$ cat config.mk
export PLATFORM = sky130hd
export DESIGN_NAME = fsc_char_class
export DESIGN_NICKNAME = d
export VERILOG_FILES = /design/src/rtl/fsc_pkg.sv /design/src/rtl/fsc_char_class.sv
export SDC_FILE = /design/constraint.sdc
export NUM_CORES = 1
export LEC_CHECK = 0
export BUFFER_PORTS_ARGS = -buffer_cell sky130_fd_sc_hd__buf_2
export CORE_AREA = 10 10 47 49
export DETAILED_ROUTE_END_ITERATION = 7
export DIE_AREA = 0 0 57 59
export PLACE_DENSITY_LB_ADDON = 0.08
export SYNTH_ARGS = -nofsm -noshare
export SYNTH_HDL_FRONTEND = slang
export SYNTH_SLANG_ARGS = --single-unit
$ cat constraint.sdc
create_clock -name vclk -period 2.44
set_clock_uncertainty 0.2 [all_clocks]
set_input_delay 0.122 -clock vclk [all_inputs]
set_output_delay 0.122 -clock vclk [all_outputs]
set_load 0.1 [all_outputs]
$ cat src/rtl/fsc_pkg.sv
package fsc_pkg;
    localparam logic [7:0] CODE_START = 8'h02;
    localparam logic [7:0] CODE_END   = 8'h03;
    localparam logic [7:0] CODE_LF    = 8'h0A;
    localparam logic [7:0] CODE_CR    = 8'h0D;
    localparam logic [7:0] PRINT_LO   = 8'h20;
    localparam logic [7:0] PRINT_HI   = 8'h7E;

    typedef enum logic [1:0] {
        S_HUNT   = 2'd0,
        S_BODY   = 2'd1,
        S_DIGITS = 2'd2
    } chk_state_t;
endpackage

$ cat src/rtl/fsc_char_class.sv
module fsc_char_class
    import fsc_pkg::*;
#(
    parameter int DATA_W = 8
) (
    input  logic [DATA_W-1:0] ch,
    output logic              is_start,
    output logic              is_end,
    output logic              is_legal,
    output logic              is_hex,
    output logic [3:0]        hex_val
);
    logic in_print, is_dec, is_upper, is_lower;

    always_comb begin
        is_start = (ch == DATA_W'(CODE_START));
        is_end   = (ch == DATA_W'(CODE_END));
        in_print = (ch >= DATA_W'(PRINT_LO)) && (ch <= DATA_W'(PRINT_HI));
        is_legal = in_print || is_start || is_end
                 || (ch == DATA_W'(CODE_LF)) || (ch == DATA_W'(CODE_CR));
        is_dec   = (ch >= DATA_W'(8'h30)) && (ch <= DATA_W'(8'h39));
        is_upper = (ch >= DATA_W'(8'h41)) && (ch <= DATA_W'(8'h46));
        is_lower = (ch >= DATA_W'(8'h61)) && (ch <= DATA_W'(8'h66));
        is_hex   = is_dec || is_upper || is_lower;
        if (is_dec) hex_val = ch[3:0];
        else        hex_val = 4'(ch[3:0] + 4'd9);
    end

    always_comb begin
        AST_HEX_IS_LEGAL: assert (!(is_hex && !is_legal));
    end
endmodule

==> impl_results.md <==
* Vias in the first global route at 334
* Fillcell total at 172
* Number of setup buffers added after CTS at 0
* Dpl cell area at 433 um2
* Number of I/O port buffers at 16
* CP Cell Sequence: buf_2, inv_1, ha_1, or4b_4, nand3_2, mux2_4, buf_2
* Net Sw Frac at 71.5%
* Number of nets in the layout at 71
* Slowest cell on crit path: or4b_4
* Final Max Tran Viols at 0
* Hold crit path type: in2out
* Sequential-to-total area share from yosys stat at 0%
* Status: finished clean
* Routed wire per std cell at 12.4 um
* Die area at 0.00336 mm2
* I/O Pins at 16
* Post-DR vias/cell at 4.75
* Combinational fraction of design power at 100.0%
* Seq. cell area at 0 um2
* Pwr/cell area at 287 mW/mm2
* Most area-consuming cells after synthesis: ha_1, nor2_1, nand4b_1, nand3_1, inv_1
* Netlist cell types at 24
* Routed Wire Length at 906 um
* Crit path depth at 7
* Worst hold start: ch[7]
* Sequential cells at 0
* Initial antenna violation count at 0
* Crit path max fanout at 6
* Worst slew pin tran at 0.490 ns
* Rel. slew slack at 67.6%
* Detail Placement HPWL at 794 um
* Fin crit share at 89.4%
* Post-Syn Nets at 55
* Crit-path most repeated cell: buf_2
* Syn Area/Cell at 6.87 um2
* GRT Util Overall at 4.96%
* Drt pass-1 iters at 1
* Antenna Nets Post-Route at 0
* Final hold slack at 0.491 ns
* Util after Layout at 30.9%
* Sequential share of power at 0%
* CP startpoint: ch[0]
* Initial DRC count at 0
* Residual DRC count at 0
* Die Span Y at 59 um
* Post-Syn Instances at 43
* Crit path DAT at 1.86 ns
* Largest net degree at the start of global routing at 12
* Leak at 0.206 nW
* Crit Path Category: in2out
* Worst ir drop on vdd at 124 uV
* Core area at 0.00140 mm2
* First-pass GRT wire length at 1500 um
* Via count at 347
* Crit-path leading delay family: simple AND/OR/NAND/NOR gates
* Synthesis-to-layout area growth at 46.6%
* DIE WIDTH at 57 um
* Area leader, netlist: ha_1
* Finish-stage setup viols at 0
* Startpoint type of the worst setup path: input pin
* Mapped cell area at 295 um2
* Pint at 0.0354 mW
* Setup TNS at 0 ns
* Setup slack at placement at 0.245 ns
* CTS resizes at 0
* Final hold violations at 0
* Share of cells above drive strength 1 at 43.9%
* Element type at the critical path end: primary output
* Hold buffers post-CTS at 0
* Fraction of power consumed by the clock network at 0%
* Switching power at 0.0888 mW
* Post-route cell area at 433 um2
* Row count at 14
* Inserted Diodes at 0
* RSZ-0062 raised after global routing: false
* Share of Yosys cell area claimed by the top area cell type at 16.9%
* Synth warnings at 0
* Grt total ovfl at 0
* Max_cap viols at 0
* Worst hold path depth at 3
* Final worst slack at 0.258 ns
* CP required at 2.12 ns
* Non-Filler Instances at 73
* CLK BUF at 0
* Max incr delay on CP at 0.53 ns
* Multi-input logic area at 288 um2
* Power, Total at 0.124 mW
* Final Critical Period at 2.18 ns
* Gpl congestion at 0.671
* Hold endpoint: is_legal
* Bufs and invs on worst path at 3
* Fmax achieved at 0.458 GHz
* Inst Count DP at 73
* Initial Utilization at 21.1%
==> power by group through the flow <==
stage	Clock [mW]	Combinational [mW]	Sequential (mW)
after floorplan	0	0.0930	0
after global placement	0	0.126	0
after detailed placement	0	0.125	0
after CTS	0	0.126	0
after global routing	0	0.131	0
final	0	0.124	0
==> synthesized netlist by cell type, drive strengths merged <==
cell    number
a21boi       1
a21oi        2
a311oi       1
a31oi        2
and2b        1
and3b        1
buf          2
ha           4
inv          4
mux2         1
nand2        4
nand3        4
nand4        1
nand4b       2
nor2         6
nor3         1
o21ai        1
o21ba        1
o41ai        1
or3b         1
or4b         1
xnor2        1
==> worst max path at each step <==
stage / to / slack, ns
after global routing: hex_val[1] / 0.18
after CTS: hex_val[1] / 0.24
final: hex_val[1] / 0.26
after floorplan: is_hex / 0.06
after detailed placement: hex_val[1] / 0.24
after global placement: hex_val[1] / 0.24
==> metal layers <==
layer  vias up  global-route usage (%)  part of all wire (%)
li1        185                       -                     -
met1       156                    5.54                    42
met2         6                    9.77                    52
met3         0                    1.07                   5.5
met4         0                       0                     0
met5         -                       0                     0
==> kinds of logic (layout without fill, tap and decap cells) <==
family / Yosys count / count (layout) / share of synthesized area [%]
compound gates: 9 / 9 / 21.2
xor+xnor: 1 / 1 / 2.97
fa+ha+maj: 4 / 4 / 16.9
buf+inv: 6 / 20 / 9.32
mux: 1 / 1 / 5.08
simple gates: 22 / 22 / 44.5
==> cell usage in the layout (no fill, tap or decap), drive strengths merged <==
master	synthesis	routed
a311oi	1	1
o21ai	1	1
inv	4	4
nand2	4	4
a21oi	2	2
mux2	1	1
ha	4	4
a21boi	1	1
xnor2	1	1
o21ba	1	1
buf	2	16
a31oi	2	2
or4b	1	1
nand4b	2	2
nor3	1	1
and3b	1	1
and2b	1	1
o41ai	1	1
nor2	6	6
nand4	1	1
nand3	4	4
or3b	1	1
==> cell type report <==
class	instances	area share [%]
timing repair buffer	16	25.4
inverter	4	3.47
multi-input combinational	37	66.5
tap	16	4.62
No activity file was read; power rests on OpenSTA's default activity.
